===== config.mk =====
export PLATFORM = sky130hd
export DESIGN_NAME = mpx_serial_tx
export DESIGN_NICKNAME = d
export VERILOG_FILES = /design/src/rtl/mpx_tx_pkg.sv /design/src/rtl/mpx_tx_bitclk.sv /design/src/rtl/mpx_tx_flags.sv /design/src/rtl/mpx_tx_fsm.sv /design/src/rtl/mpx_serial_tx.sv
export SDC_FILE = /design/constraint.sdc
export NUM_CORES = 1
export LEC_CHECK = 0
export ABC_AREA = 1
export BUFFER_PORTS_ARGS = -buffer_cell sky130_fd_sc_hd__buf_4
export CAP_MARGIN = 20
export CORE_AREA = 2 2 62 64
export CTS_CLUSTER_SIZE = 16
export DETAILED_ROUTE_END_ITERATION = 7
export DIE_AREA = 0 0 64 66
export PLACE_DENSITY = 0.83
export SLEW_MARGIN = 20
export SYNTH_ARGS = -nofsm -noshare
export SYNTH_HDL_FRONTEND = slang
export SYNTH_SLANG_ARGS = --single-unit

===== constraint.sdc =====
create_clock -name clk -period 1.5 [get_ports clk]
set_input_delay 0.075 -clock clk [delete_from_list [all_inputs] [get_ports clk]]
set_output_delay 0.075 -clock clk [all_outputs]
set_load 0.01 [all_outputs]

===== src/rtl/mpx_tx_pkg.sv =====
package mpx_tx_pkg;
    typedef enum logic [2:0] {
        ST_IDLE,
        ST_START,
        ST_DATA,
        ST_MPB,
        ST_STOP
    } tx_state_e;
endpackage


===== src/rtl/mpx_tx_bitclk.sv =====
module mpx_tx_bitclk #(
    parameter int TICKS_PER_BIT = 16
) (
    input  logic clk,
    input  logic rst_n,
    input  logic tick,
    input  logic run,
    input  logic restart,
    output logic bit_done
);
    localparam int CW = (TICKS_PER_BIT > 1) ? $clog2(TICKS_PER_BIT) : 1;
    localparam logic [CW-1:0] LAST = CW'(TICKS_PER_BIT - 1);

    logic [CW-1:0] cnt;

    always_ff @(posedge clk) begin
        if (!rst_n || restart) begin
            cnt <= '0;
        end else if (run && tick) begin
            cnt <= (cnt == LAST) ? '0 : cnt + 1'b1;
        end
    end

    assign bit_done = run && tick && !restart && (cnt == LAST);
endmodule


===== src/rtl/mpx_tx_flags.sv =====
module mpx_tx_flags (
    input  logic clk,
    input  logic rst_n,
    input  logic host_clr,
    input  logic load_set,
    input  logic end_set,
    input  logic empty_ie,
    input  logic end_ie,
    output logic empty_flag,
    output logic end_flag,
    output logic empty_irq,
    output logic end_irq
);
    always_ff @(posedge clk) begin
        if (!rst_n) begin
            empty_flag <= 1'b1;
            end_flag   <= 1'b1;
        end else begin
            if (load_set)      empty_flag <= 1'b1;
            else if (host_clr) empty_flag <= 1'b0;
            if (end_set)       end_flag   <= 1'b1;
            else if (host_clr) end_flag   <= 1'b0;
        end
    end

    assign empty_irq = empty_flag & empty_ie;
    assign end_irq   = end_flag & end_ie;
endmodule


===== src/rtl/mpx_tx_fsm.sv =====
module mpx_tx_fsm
    import mpx_tx_pkg::*;
#(
    parameter int DW = 8
) (
    input  logic          clk,
    input  logic          rst_n,
    input  logic          bit_done,
    input  logic          empty_flag,
    input  logic [DW-1:0] hold_q,
    input  logic          len_short,
    input  logic          two_stop,
    input  logic          mpb_in,
    output logic          load_pulse,
    output logic          end_set,
    output logic          run,
    output logic          restart,
    output logic          txd
);
    localparam int IW = $clog2(DW + 1);
    localparam logic [IW-1:0] LAST_LONG  = IW'(DW - 1);
    localparam logic [IW-1:0] LAST_SHORT = IW'(DW - 2);

    tx_state_e     state, state_nx;
    logic [DW-1:0] shreg;
    logic [IW-1:0] idx;
    logic          cur_short, cur_two, cur_mpb, nxt_two;
    logic          chain, stop_idx;
    logic          data_last, stop_last;

    assign data_last = (idx == (cur_short ? LAST_SHORT : LAST_LONG));
    assign stop_last = (stop_idx == cur_two);

    // next-state logic
    always_comb begin
        state_nx = state;
        unique case (state)
            ST_IDLE:  if (!empty_flag) state_nx = ST_START;
            ST_START: if (bit_done) state_nx = ST_DATA;
            ST_DATA:  if (bit_done && data_last) state_nx = ST_MPB;
            ST_MPB:   if (bit_done) state_nx = ST_STOP;
            ST_STOP:  if (bit_done && stop_last) state_nx = chain ? ST_START : ST_IDLE;
            default:  state_nx = ST_IDLE;
        endcase
    end

    // state register
    always_ff @(posedge clk) begin
        if (!rst_n) state <= ST_IDLE;
        else        state <= state_nx;
    end

    // frame datapath
    always_ff @(posedge clk) begin
        if (!rst_n) begin
            shreg     <= '0;
            idx       <= '0;
            cur_short <= 1'b0;
            cur_two   <= 1'b0;
            cur_mpb   <= 1'b0;
            nxt_two   <= 1'b0;
            chain     <= 1'b0;
            stop_idx  <= 1'b0;
        end else begin
            unique case (state)
                ST_IDLE: begin
                    if (!empty_flag) begin
                        shreg     <= hold_q;
                        cur_short <= len_short;
                        cur_two   <= two_stop;
                        cur_mpb   <= mpb_in;
                        idx       <= '0;
                    end
                end
                ST_START: begin
                    idx <= '0;
                end
                ST_DATA: begin
                    if (bit_done) begin
                        shreg <= shreg >> 1;
                        idx   <= idx + 1'b1;
                    end
                end
                ST_MPB: begin
                    if (bit_done) begin
                        stop_idx <= 1'b0;
                        chain    <= !empty_flag;
                        if (!empty_flag) begin
                            shreg     <= hold_q;
                            cur_short <= len_short;
                            cur_mpb   <= mpb_in;
                            nxt_two   <= two_stop;
                        end
                    end
                end
                ST_STOP: begin
                    if (bit_done) begin
                        stop_idx <= 1'b1;
                        if (stop_last && chain) cur_two <= nxt_two;
                    end
                end
                default: ;
            endcase
        end
    end

    // outputs
    always_comb begin
        txd        = 1'b1;
        load_pulse = 1'b0;
        end_set    = 1'b0;
        restart    = 1'b0;
        run        = (state != ST_IDLE);
        unique case (state)
            ST_IDLE: begin
                load_pulse = !empty_flag;
                restart    = !empty_flag;
            end
            ST_START: txd = 1'b0;
            ST_DATA:  txd = shreg[0];
            ST_MPB: begin
                txd        = cur_mpb;
                load_pulse = bit_done && !empty_flag;
                end_set    = bit_done && empty_flag;
            end
            ST_STOP:  txd = 1'b1;
            default:  txd = 1'b1;
        endcase
    end
endmodule


===== src/rtl/mpx_serial_tx.sv =====
module mpx_serial_tx #(
    parameter int DW            = 8,
    parameter int TICKS_PER_BIT = 16
) (
    input  logic          clk,
    input  logic          rst_n,
    input  logic          baud_tick,
    input  logic          hold_we,
    input  logic [DW-1:0] hold_din,
    input  logic          empty_clr,
    input  logic          mpb_sel,
    input  logic          len_short,
    input  logic          two_stop,
    input  logic          empty_ie,
    input  logic          end_ie,
    output logic          txd,
    output logic          empty_flag,
    output logic          end_flag,
    output logic          empty_irq,
    output logic          end_irq
);
    logic [DW-1:0] hold_q;
    logic          bit_done, load_pulse, end_set, run, restart;

    always_ff @(posedge clk) begin
        if (!rst_n)       hold_q <= '0;
        else if (hold_we) hold_q <= hold_din;
    end

    mpx_tx_bitclk #(.TICKS_PER_BIT(TICKS_PER_BIT)) u_bitclk (
        .clk      (clk),
        .rst_n    (rst_n),
        .tick     (baud_tick),
        .run      (run),
        .restart  (restart),
        .bit_done (bit_done)
    );

    mpx_tx_flags u_flags (
        .clk        (clk),
        .rst_n      (rst_n),
        .host_clr   (empty_clr),
        .load_set   (load_pulse),
        .end_set    (end_set),
        .empty_ie   (empty_ie),
        .end_ie     (end_ie),
        .empty_flag (empty_flag),
        .end_flag   (end_flag),
        .empty_irq  (empty_irq),
        .end_irq    (end_irq)
    );

    mpx_tx_fsm #(.DW(DW)) u_fsm (
        .clk        (clk),
        .rst_n      (rst_n),
        .bit_done   (bit_done),
        .empty_flag (empty_flag),
        .hold_q     (hold_q),
        .len_short  (len_short),
        .two_stop   (two_stop),
        .mpb_in     (mpb_sel),
        .load_pulse (load_pulse),
        .end_set    (end_set),
        .run        (run),
        .restart    (restart),
        .txd        (txd)
    );
endmodule


# [After elaboration in Yosys (flattened, before gate mapping)]
# Cells that the tools add are included.
[op_classes] addsub=2 n_eq_ne=15 muxes=33 n_bitwise=4 n_reduce_logical=29
[op_table] operator="$mux 8" count=3
[op_table] operator="$pmux 8 s3" count=1
[op_table] operator="$mux 3" count=5
[op_table] operator="$pmux 3 s5" count=1
[op_table] operator="$ne 2x1->1 const B" count=7
[op_table] operator="$mux 1" count=13
[op_table] operator="$mux 4" count=3
[op_table] operator="$pmux 4 s3" count=1
[op_table] operator="$reduce_and 3->1" count=4
[op_table] operator="$pmux 1 s2" count=5
[op_table] operator="$reduce_bool 3->1" count=3
[op_table] operator="$add 4x1->4 const B" count=2
[op_table] operator="$logic_and 1x1->1" count=8
[op_table] operator="$eq 3x2->1 const B" count=2
[op_table] operator="$reduce_bool 2->1" count=3
[op_table] operator="$reduce_and 5->1" count=1
[op_table] operator="$eq 4x4->1" count=1
[op_table] operator="$eq 4x4->1 const B" count=1
[op_table] operator="$reduce_and 2->1" count=2
[op_table] operator="$reduce_and 4->1" count=1
[op_table] operator="$reduce_or 2->1" count=2
[op_table] operator="$eq 3x1->1 const B" count=1
[op_table] operator="$eq 3x3->1 const B" count=1
[op_table] operator="$logic_not 1->1" count=3
[op_table] operator="other kinds (7)" count=9
[totals] regBits=35 inputBits=18 out_inout_bits=5 elab_cells=96

# [Logic depth before layout (Yosys ltp)]
# Gate-level depths: netlist of run 1.
[depth] word_depth=8 mapped_depth=10 mapped_depth_nobuf=10

# [Modules after synthesis]
# A second synthesis of run 1 with hierarchy kept.
[hier_totals] hier_cells=268 hier_area_um2=1854.3
[modules_own_cells] module="mpx_tx_fsm" n_inst=1 cells_each=173 area_each_um2=1201.2 seq_area_each_um2=420.4
[modules_own_cells] module="mpx_serial_tx" n_inst=1 cells_each=51 area_each_um2=356.6 seq_area_each_um2=160.2
[modules_own_cells] module="mpx_tx_bitclk" n_inst=1 cells_each=30 area_each_um2=211.5 seq_area_each_um2=80.1
[modules_own_cells] module="mpx_tx_flags" n_inst=1 cells_each=14 area_each_um2=85.1 seq_area_each_um2=40.0

# [Least setup slack after synthesis of run 1]
# OpenSTA, ideal clock, no wires.
[synth_path] path_type="flip-flop to flip-flop" from="reg u_bitclk.cnt[0]" to="reg u_fsm.shreg[1]" setup_time_ns=0.116 arrival_time_ns=1.326 required_ns=1.384 slack_ns=0.057 stages_incl_launch_ff=10 path_buffers=1 period_less_slack_ns=1.443 cell_sequence="dfxtp_1 > ha_1 > nand2_1 > nor2_2 > nand3_4 > nand2_1 > nand2_2 > buf_6 > o21ai_1 > a21oi_1"
[synth_via] elab_chain_cells=4 elab_cells_between_ends=5 cone_classes="3 x eq/ne; 2 x reduce/logical"
[synth_rtl] element="start: declaration" line="mpx_tx_bitclk.sv:14" rtl="logic [CW-1:0] cnt;"
[synth_rtl] element="start signal: assignment" line="mpx_tx_bitclk.sv:20" rtl="cnt <= (cnt == LAST) ? '0 : cnt + 1'b1;"
[synth_rtl] element="$eq 4x4->1 (*)" line="mpx_tx_bitclk.sv:24" rtl="assign bit_done = run && tick && !restart && (cnt == LAST);"
[synth_rtl] element="$logic_and 1x1->1 (*)" line="mpx_tx_bitclk.sv:24"
[synth_rtl] element="$ne 2x1->1 (no source line)"
[synth_rtl] element="$reduce_and 3->1 (no source line) (*)"
[synth_rtl] element="end signal: assignment" line="mpx_tx_fsm.sv:68" rtl="shreg <= hold_q;"
[synth_rtl] element="end signal: assignment" line="mpx_tx_fsm.sv:80" rtl="shreg <= shreg >> 1;"
[synth_rtl] element="end signal: assignment" line="mpx_tx_fsm.sv:89" rtl="shreg <= hold_q;"
[synth_rtl] element="end: declaration" line="mpx_tx_fsm.sv:25" rtl="logic [DW-1:0] shreg;"
# Every way passes the cells marked *; elsewhere a longest branch is shown, timed or not.
# A chain may end at the register's enable or synchronous reset.

# [Final worst setup path of run 1]
[layout_path] from="reg u_bitclk.cnt[1]" to="reg u_fsm.idx[2]"
[layout_via] elab_chain_cells=4
[layout_rtl] element="$eq 4x4->1" line="mpx_tx_bitclk.sv:24"
[layout_rtl] element="$logic_and 1x1->1" line="mpx_tx_bitclk.sv:24"
[layout_rtl] element="$ne 2x1->1 (no source line)"
[layout_rtl] element="$reduce_and 3->1 (no source line)"
[layout_rtl] element="end signal: assignment" line="mpx_tx_fsm.sv:81" rtl="idx <= idx + 1'b1;"
[layout_rtl] element="end: declaration" line="mpx_tx_fsm.sv:26" rtl="logic [IW-1:0] idx;"
# No other way between the ends.

==> summary.md, run 1 <==
| Metric | Value |
|---|---|
| Die width | `64 um` |
| Die Footprint | `4220 um^2` |
| Comb pwr share | `0.435` |
| CTS buffer count | `5` |
| Global-route wire length before repair | `6.22 mm` |
| Num rows | `22` |
| Crit-path max FO | `7` |
| Post-layout min period | `1.49 ns` |
| Max incr delay on CP | `0.37 ns` |
| Boundary pin count | `23` |
| Leakage | `0.998 nW` |
| H-tree levels | `2` |
| Count of final setup violators | `0` |
| Number of global-route vias before repair | `about 1500` |
| Seq/Total Area, Yosys | `0.415` |
| FF-to-FF Start | `u_bitclk.cnt[1]` |
| Antenna Nets Post-Route | `0` |
| Max-slew violations | `0` |
| Worst setup path endpoint | `u_fsm.idx[2]` |
| Slew Limit Headroom | `0.785` |
| R2R depth | `8` |
| Die height | `66 um` |
| Switching pwr | `1.29 mW` |
| DP HPWL | `2.41 mm` |
| RSZ-0062 raised after global routing | `true` |
| WL final | `around 3.7 mm` |
| Hold violation count in the final report | `0` |
| Final net count | `306` |
| Slew @ Worst Pin | `0.319 ns` |
| Sw Ratio | `0.413` |
| Pre-CTS WS | `-0.0564 ns` |
| CTS Sinks | `35` |
| CP endpoint kind | `flop` |
| Synth warnings | `0` |
| Initial drt markers | `71` |
| RR Endpoint | `u_fsm.idx[2]` |
| Total GRT Usage | `0.186` |
| Mapped cell area | `about 1700 um^2` |
| WHS | `0.0164 ns` |
| I/O Buffers | `22` |
| Initial antenna violation count | `0` |
| Int Pwr | `between 1.5 and 2 mW` |
| Syn_area_per_cell | `6.98 um^2` |
| Crit Path Category | `reg2reg` |
| Vias | `1662` |
| Final GP Congestion | `0.867` |
| Most frequent cells in the layout | `nand2_1, nor2_1, buf_4` |
| Commonest non-fill, non-tap cell in the layout | `nand2_1` |
| Max VDD drop | `approximately 830 uV` |
| CP Data Arrival Time | `1.72 ns` |
| CP Launch Point | `u_bitclk.cnt[1]` |
| Share of total power in the clock network | `0.163` |
| R2r setup slk | `0.01 ns` |
| Grt total ovfl | `0` |
| Worst hold path type | `in2reg` |
| Syn_nets | `262` |
| Initial core utilization | `0.476` |
| Synthesized instance count | `between 200 and 250` |
| Via/cell ratio | `approximately 5.0` |
| Placed insts | `315` |
| Routed length per instance | `11.0 um` |
| ANT cells | `0` |
| Power per cell area | `1410 nW/um^2` |
| CTS root buffer | `clkbuf_4` |
| Clk_lat worst skew | `0.34 ns` |
| Core area | `around 3600 um^2` |
| CP Cell Sequence | `ha_4, nand2_4, nor2_4, nand3_4, o21ai_4, nand2_2, nand2_2, a21oi_2` |
| Final Skew | `approximately 0.0037 ns` |
| First-pass detailed-route iteration total | `4` |
| Fin crit share | `0.993` |
| Final worst slack | `0.00982 ns` |
| Layout Cells excl Fill | `335` |
| Largest net degree at the start of global routing | `23` |
| Max_cap viols | `0` |
| Share of layout cells above drive strength 1 | `0.247` |
| Startpoint Class | `flop` |
| Seq pwr share | `0.402` |
| Synth unique cells | `29` |
| Clk slew on worst S/H paths | `0.11 ns` |
| WP data required | `1.73 ns` |
| Status | `finished clean` |
| Seq cells post-synth | `35` |
| Slowest-stage cell, CP | `dfxtp_2` |
| CP most frequent cell | `nand2_2` |
| Max Freq | `671 MHz` |
| Fill count | `288` |
| Setup TNS | `0 ns` |
| TritonCTS clock tree | `built` |
| DRC | `0` |
| Area growth, synth to finish | `30.7%` |
| CTS Buffer Depth | `2` |
-- timing repair --
item                                   in CTS  in global routing
gates resized for setup                     4                 23
hold buffers                                8                  1
setup endpoints to repair                  16                 22
cloned                                      0                  0
pin swaps                                   1                  7
buffers inserted                            1                  2
endpoints found under the hold margin       9                  1
-- critical path, delay by kind of cell, from the launching register on --
family / cells / cell delay (ns)
and+or+nand+nor: 5 / 0.57
adders and majority gates: 1 / 0.15
DFF: 1 / 0.37
AOI/OAI and AO/OA: 2 / 0.29
-- power by group through the flow --
stage                     clock network (mW)  logic, mW  registers, mW
after global placement                     0       1.19           1.24
after floorplan                            0      0.921           1.22
after detailed placement                   0       1.21           1.24
after global routing                   0.568       1.53           1.27
final                                  0.506       1.36           1.25
after CTS                              0.525       1.25           1.23
-- area by class of cell --
type                    count  area, um^2  share of cell area
clock inverters             3        20.0             0.00907
well taps                  48        60.1              0.0272
flip-flops and latches     35         713               0.323
multi-input cells         173         931               0.422
inverters                  30         113              0.0510
clock buffers               5        37.5              0.0170
repair buffers             41         334               0.151
-- synth_stat cells --
| master | n | area share |
|---|---|---|
| nand3_4 | 1 | 0.010 |
| o21ai_4 | 1 | 0.0096 |
| o21ai_2 | 1 | 0.0052 |
| nand3_1 | 11 | 0.033 |
| o211ai_1 | 1 | 0.0044 |
| inv_2 | 3 | 0.0067 |
| nand2_1 | 50 | 0.11 |
| o21ai_1 | 5 | 0.015 |
| nor3_1 | 1 | 0.0030 |
| xnor2_1 | 2 | 0.010 |
| o21ai_0 | 25 | 0.074 |
| nor2_1 | 37 | 0.082 |
| inv_1 | 26 | 0.058 |
| nand2_4 | 1 | 0.0067 |
| buf_1 | 1 | 0.0022 |
| o21a_1 | 1 | 0.0044 |
| clkinv_1 | 1 | 0.0022 |
| dfxtp_1 | 35 | 0.41 |
| ha_1 | 2 | 0.015 |
| buf_6 | 1 | 0.0067 |
| nand4_1 | 2 | 0.0074 |
| a21oi_1 | 20 | 0.059 |
| nand3b_1 | 1 | 0.0044 |
| nand2_2 | 4 | 0.015 |
| clkbuf_1 | 1 | 0.0022 |
| nor2_2 | 3 | 0.011 |
| nor2_4 | 2 | 0.013 |
| xor2_1 | 2 | 0.010 |
| buf_2 | 1 | 0.0030 |
-- how the worst min path moves through the flow --
stage / depth (start not counted) / slack, ns / end / startpoint
6_report: 5 / 0.02 / u_fsm.cur_mpb / mpb_sel
5_1_grt: 5 / 0.02 / u_fsm.cur_mpb / mpb_sel
4_1_cts: 3 / 0.01 / u_fsm.nxt_two / two_stop
2_1_floorplan: 1 / 0.18 / u_flags.end_flag / empty_clr
3_5_place_dp: 2 / 0.30 / u_flags.end_flag / empty_clr
3_3_place_gp: 2 / 0.28 / u_flags.end_flag / empty_clr
-- sequential cells by signal, indices dropped and copies added (netlist names) --
signal              cells
u_fsm.state             3
u_fsm.cur_short         1
hold_q                  8
u_flags.empty_flag      1
u_fsm.chain             1
u_fsm.idx               4
u_flags.end_flag        1
u_fsm.shreg             8
u_fsm.stop_idx          1
u_fsm.cur_two           1
u_fsm.nxt_two           1
u_bitclk.cnt            4
u_fsm.cur_mpb           1
-- cell families after synthesis --
kind of cell | Yosys count | synth area share
compound gates | 54 | 0.172
simple gates | 113 | 0.297
xor+xnor | 4 | 0.0207
flops | 35 | 0.415
fa+ha+maj | 2 | 0.0148
buf+inv | 34 | 0.0807
-- metrics by stage --
stage                     utilization  total power, mW  instance area (um^2)
final                           0.622             3.12                  2210
after global routing            0.622             3.38                  2210
after CTS                       0.592             3.00                  2100
after detailed placement        0.547             2.45                  1940
after global placement          0.547             2.42                  1940
after floorplan                     -             2.14                  1690
-- routing by layer --
layer / routed length [um] / vias up / GRT usage
li1: - / 866 / -
met1: 1610 / 747 / 0.223
met2: 1800 / 38 / 0.316
met3: 173 / 11 / 0.0460
met4: 99 / 0 / 0.0815
met5: 0 / - / 0
Note: power is estimated with default switching activity, not from simulation.
==> run 2: changes to the inputs <==
Settings changed: ABC_AREA 1 to 0.
==> run 2 against run 1 <==
Net effect: worst hold slack improved by 0.013 ns; synthesized cell count fell by 24%; critical path depth fell by 3; register-to-register slack improved by 0.07 ns; area after synthesis rose by 0.15%; clock skew rose by 0.0092 ns; die area did not move; final cell count fell by 16%; via count fell by 10%; wire length fell by 1.1%; combinational power fell by 78%; fmax rose by 4.9%; critical endpoint is now u_fsm.shreg[1].
==> summary.md, run 2 <==
| Metric | Value |
|---|---|
| H-tree levels | `2` |
| Synth area leader | `dfxtp_1` |
| EDFF count, synth | `0` |
| Count of final setup violators | `0` |
| I/O Buffers | `22` |
| Layout Cells excl Fill | `approximately 280` |
| Placed insts | `260` |
| Syn_nets | `205` |
| FF-to-FF Start | `u_bitclk.cnt[0]` |
| Setup TNS | `0 ns` |
| CP Data Arrival Time | `~1.7 ns` |
| Mapped cell area | `~1700 um^2` |
| Vias | `about 1500` |
| Seq cells post-synth | `35` |
| Die Footprint | `4220 um^2` |
| Die height | `between 60 and 70 um` |
| Global-route wire length before repair | `6.45 mm` |
| Final GP Congestion | `0.780` |
| R2r setup slk | `roughly 0.08 ns` |
| Number of global-route vias before repair | `1484` |
| CTS Buffer Depth | `2` |
| Power per cell area | `828 nW/um^2` |
| Core area | `around 3600 um^2` |
| RR Endpoint | `u_fsm.shreg[1]` |
| First-pass detailed-route iteration total | `4` |
| Area growth, synth to finish | `28.6%` |
| DRC | `0` |
| Main area contributors after synthesis | `dfxtp_1, mux2i_1, nor2_1` |
| DP HPWL | `2.45 mm` |
| Commonest non-fill, non-tap cell in the layout | `buf_4` |
| Most frequent cell after synthesis | `dfxtp_1` |
| Max_cap viols | `0` |
| Worst hold path type | `in2reg` |
| Max Freq | `704 MHz` |
| ANT cells | `0` |
| Total GRT Usage | `0.200` |
| Max VDD drop | `398 uV` |
| TritonCTS clock tree | `built` |
| Initial antenna violation count | `0` |
| Synth warnings | `0` |
| Status | `finished clean` |
| Synthesized instance count | `between 150 and 200` |
| Synth cell count leaders | `dfxtp_1, nor2_1, mux2i_1` |
| Via/cell ratio | `approximately 5.3` |
| Grt total ovfl | `0` |
| Boundary pin count | `23` |
| Fin crit share | `0.947` |
| Top-area cell type share of the netlist area | `0.414` |
| Initial core utilization | `0.476` |
| Clk slew on worst S/H paths | `0.10 ns` |
| Syn_area_per_cell | `between 9 and 10 um^2` |
| Synth unique cells | `42` |
| Num rows | `22` |
| Crit-path max FO | `8` |
| FFs w/ async S/R, synth | `0` |
| R2R depth | `5` |
| Max-slew violations | `0` |
| Antenna Nets Post-Route | `0` |
| Startpoint Class | `flop` |
| Share of layout cells above drive strength 1 | `0.285` |
| Clk_lat worst skew | `0.36 ns` |
| RSZ-0062 raised after global routing | `false` |
| Final net count | `between 200 and 300` |
| Die width | `between 60 and 70 um` |
| WP data required | `1.78 ns` |
| Slew Limit Headroom | `0.467` |
| Largest net degree at the start of global routing | `25` |
| CP Launch Point | `u_bitclk.cnt[0]` |
| Top flop regs | `hold_q (8), u_fsm.shreg (8)` |
| WL final | `3.64 mm` |
| Initial drt markers | `75` |
| CTS buffer count | `5` |
| Leakage | `between 0.8 and 0.9 nW` |
| CTS root buffer | `clkbuf_4` |
| CP endpoint kind | `flop` |
| Most frequent cells in the layout | `buf_4, dfxtp_1, nor2_1` |
| Crit Path Category | `reg2reg` |
| CTS Sinks | `35` |
| Post-synth top flop | `dfxtp_1` |
| Post-layout min period | `1.42 ns` |
| Hold violation count in the final report | `0` |
| Slew @ Worst Pin | `0.799 ns` |
| Worst setup path endpoint | `u_fsm.shreg[1]` |
| Routed length per instance | `roughly 13 um` |
| Seq/Total Area, Yosys | `0.414` |
| Final Skew | `0.0128 ns` |
[run 2: changes by cell type in the layout (fill, tap and decap cells not counted), sizes merged, moves of 3 or more]
cell,delta
mux2i,+22
nand2b,+4
nand2,-34
nor3,+3
nor2,-13
a21oi,-12
inv,-26
a211oi,+8
nand3,-8
buf,+9
o21ai,-24
[run 2: worst min path at each step]
stage                     start  slack [ns]  cells past startpoint                 end
finish                empty_clr        0.03                      4  u_flags.empty_flag
global route              rst_n        0.03                      2       u_fsm.cur_two
CTS                   empty_clr        0.02                      4  u_flags.empty_flag
detailed placement    len_short        0.31                      3     u_fsm.cur_short
global placement    hold_din[3]        0.31                      3           hold_q[3]
floorplan               mpb_sel        0.22                      2       u_fsm.cur_mpb
[run 2: routing by layer]
metal | global-route usage | wire (um) | vias to the layer above
met5 | 0 | 0 | -
met4 | 0.106 | 62 | 0
met3 | 0.0596 | 207 | 7
met2 | 0.324 | 1710 | 43
met1 | 0.239 | 1660 | 686
li1 | - | - | 754
[run 2: final cells by class]
class | instances | area [um^2]
clock inverter | 1 | 5.00
fill | 301 | 1380
sequential | 35 | 713
clock buffer | 7 | 45.0
timing repair buffer | 52 | 418
multi-input combinational | 137 | 923
inverter | 3 | 11.3
tap | 48 | 60.1
[run 2: kinds of logic after synthesis]
kind of cell | after synthesis | synth area share
AO/OA/AOI/OAI | 33 | 0.142
XOR/XNOR | 4 | 0.0207
adder cells (fa/ha/maj) | 2 | 0.0148
buffers and inverters | 14 | 0.0525
flip-flops | 35 | 0.414
multiplexers | 22 | 0.130
AND/OR/NAND/NOR | 75 | 0.226
[run 2: repair_timing]
| item | 4_1_cts | 5_1_grt |
|---|---|---|
| pin swaps | 2 | 3 |
| resized for setup | 3 | 8 |
| endpoints found under the hold margin | 11 | 0 |
| setup endpoints to repair | 9 | 17 |
| hold buffers | 11 | 0 |
| buffers inserted | 0 | 3 |
| gates cloned | 1 | 0 |
[run 2: per-stage QoR]
| step | hold slack (ns) | utilization | area (um^2) | total power [mW] | worst slack (ns) |
|---|---|---|---|---|---|
| after floorplan | 0.219 | - | 1700 | 1.19 | 0.00442 |
| after global placement | 0.307 | 0.553 | 1960 | 1.27 | 0.0239 |
| after detailed placement | 0.314 | 0.553 | 1960 | 1.28 | -0.0540 |
| after CTS | 0.0246 | 0.602 | 2140 | 1.80 | 0.00566 |
| after global routing | 0.0301 | 0.613 | 2180 | 1.89 | 0.000819 |
| final | 0.0295 | 0.613 | 2180 | 1.80 | 0.0793 |
[run 2: worst max-delay path, cell delays in order, from the launching register on]
cell,delay [ns]
dfxtp_2,0.34
ha_2,0.18
and4_4,0.28
a41o_2,0.32
nor2_2,0.05
a211oi_2,0.17
[run 2: power breakdown]
group / total, mW / switching [mW] / internal (mW) / leakage, nW
registers: 1.01 / 0.0362 / 0.973 / 0.289
logic: 0.293 / 0.127 / 0.165 / 0.543
clock network: 0.499 / 0.316 / 0.182 / 0.0293
==> run 3: changes to the inputs <==
--- a/config.mk
+++ b/config.mk
@@ -14,4 +14,5 @@
 export DIE_AREA = 0 0 64 66
 export PLACE_DENSITY = 0.83
+export SKIP_CTS_REPAIR_TIMING = 1
 export SLEW_MARGIN = 20
 export SYNTH_ARGS = -nofsm -noshare
==> constraint.sdc (replaced) <==
create_clock -name clk -period 1.5 [get_ports clk]
set_input_delay 0.3 -clock clk [delete_from_list [all_inputs] [get_ports clk]]
set_output_delay 0.3 -clock clk [all_outputs]
set_load 0.01 [all_outputs]
==> run 3 against run 2 <==
Net effect: the run now ends with setup timing left; final cell count did not move; critical path depth unchanged; non-clock buffer count unchanged.
==> summary.md, run 3 (synthesis results as in run 2) <==
| Metric | Value |
|---|---|
| Die Footprint | `approximately 4200 um^2` |
| Slew @ Worst Pin | `0.327 ns` |
| Startpoint Class | `flop` |
| Top flop regs | `hold_q (8), u_fsm.shreg (8)` |
| Int Pwr | `1.31 mW` |
| RSZ-0062 raised after global routing | `true` |
| Min-delay src | `hold_din[7]` |
| CP Launch Point | `u_fsm.state[1]` |
| Die width | `64 um` |
| Number of global-route vias before repair | `1350` |
| Power per cell area | `~800 nW/um^2` |
| Share of total power in the clock network | `0.286` |
| FF-to-FF Start | `u_fsm.state[1]` |
| TritonCTS clock tree | `built` |
| Crit Path Category | `reg2out` |
| WHS | `roughly 0.17 ns` |
| Fin crit share | `1.03` |
| Share of layout cells above drive strength 1 | `0.383` |
| Max_cap viols | `0` |
| Leakage | `0.896 nW` |
| Switching pwr | `between 0.5 and 0.6 mW` |
| ANT cells | `0` |
| Final worst slack | `-0.0391 ns` |
| Total GRT Usage | `0.179` |
| I/O Buffers | `22` |
| Comb pwr share | `0.167` |
| Top Layer Used | `met4` |
| CP Data Arrival Time | `1.24 ns` |
| Failing checks | `setup timing` |
| Status | `complete, but fails checks` |
| CTS Buffer Depth | `2` |
| Final Skew | `roughly 0.011 ns` |
| Initial core utilization | `0.476` |
| H-tree levels | `2` |
| Max VDD drop | `around 660 uV` |
| Area growth, synth to finish | `33.1%` |
| Antenna Nets Post-Route | `0` |
| Grt total ovfl | `0` |
| Via/cell ratio | `5.35` |
| Boundary pin count | `23` |
| Clk_lat worst skew | `0.35 ns` |
| CTS root buffer | `clkbuf_4` |
| Commonest non-fill, non-tap cell in the layout | `buf_4` |
| Worst hold path type | `in2reg` |
| Vias | `1515` |
| Final GP Congestion | `0.767` |
| Met3 routed WL | `211 um` |
| Die height | `about 66 um` |
| Placed insts | `259` |
| Slew Limit Headroom | `0.781` |
| WP data required | `1.20 ns` |
| Core area | `3550 um^2` |
| Clk slew on worst S/H paths | `0.12 ns` |
| CTS Sinks | `35` |
| Num rows | `22` |
| Post-layout min period | `1.54 ns` |
| Largest net degree at the start of global routing | `22` |
| DRC | `0` |
| Setup TNS | `-0.0795 ns` |
| Met1 WL | `1.71 mm` |
| Layout Cells excl Fill | `283` |
| Most frequent cells in the layout | `buf_4, dfxtp_1, nor2_1` |
| Sw Ratio | `0.282` |
| Max Freq | `650 MHz` |
| Initial antenna violation count | `0` |
| Hold violation count in the final report | `0` |
| DP HPWL | `between 2 and 2.5 mm` |
| First-pass detailed-route iteration total | `4` |
| Wire length on met2 | `1.92 mm` |
| WL final | `3.91 mm` |
| Max-slew violations | `0` |
| Crit-path max FO | `4` |
| Initial drt markers | `72` |
| Count of final setup violators | `6` |
| DP Area | `1970 um^2` |
| Global-route wire length before repair | `5.77 mm` |
| Final net count | `254` |
| CTS buffer count | `5` |
| Cell area after layout | `2250 um^2` |
| Routed length per instance | `about 14 um` |
| CP endpoint kind | `primary output` |
| Seq pwr share | `0.547` |
[run 3: per-stage QoR]
stage	power, mW	worst slack, ns	util
2_1_floorplan	1.19	0.00442	-
3_3_place_gp	1.28	0.0545	0.554
3_5_place_dp	1.29	-0.0730	0.554
4_1_cts	1.80	-0.322	0.569
5_1_grt	1.92	-0.105	0.634
6_report	1.83	-0.0391	0.634
[run 3: layer usage]
metal / up-vias / global-route usage
met5: - / 0
met3: 8 / 0.0681
met1: 715 / 0.196
met2: 40 / 0.309
met4: 0 / 0.0815
li1: 752 / -
[run 3: final timing paths]
kind | to | slack [ns] | cells after the start
setup reg to reg | u_fsm.shreg[7] | -0.02 | 7
hold / removal | hold_q[7] | 0.17 | 3
hold reg to reg | u_fsm.shreg[7] | 0.49 | 2
setup / recovery | txd | -0.04 | 5
[run 3: critical path: stages, from the launching register on]
cell and delay [ns]:
dfxtp_4 0.40, buf_6 0.10, nand2b_4 0.07, o21ai_2 0.12, nand2_1 0.08, buf_6 0.12
[run 3: layout make-up]
class                   count  area, um^2
inverters                   3        15.0
flip-flops and latches     35         718
fillers                   287        1300
clock inverters             2        12.5
repair buffers             52         429
well taps                  48        60.1
clock buffers               6        41.3
multi-input cells         137         976
[run 3: power groups by stage]
| stage | clock, mW | sequential [mW] | combinational (mW) |
|---|---|---|---|
| 2_1_floorplan | 0 | 1.02 | 0.167 |
| 3_3_place_gp | 0 | 1.03 | 0.250 |
| 3_5_place_dp | 0 | 1.03 | 0.258 |
| 4_1_cts | 0.533 | 1.01 | 0.259 |
| 5_1_grt | 0.584 | 1.01 | 0.334 |
| 6_report | 0.523 | 1.00 | 0.306 |
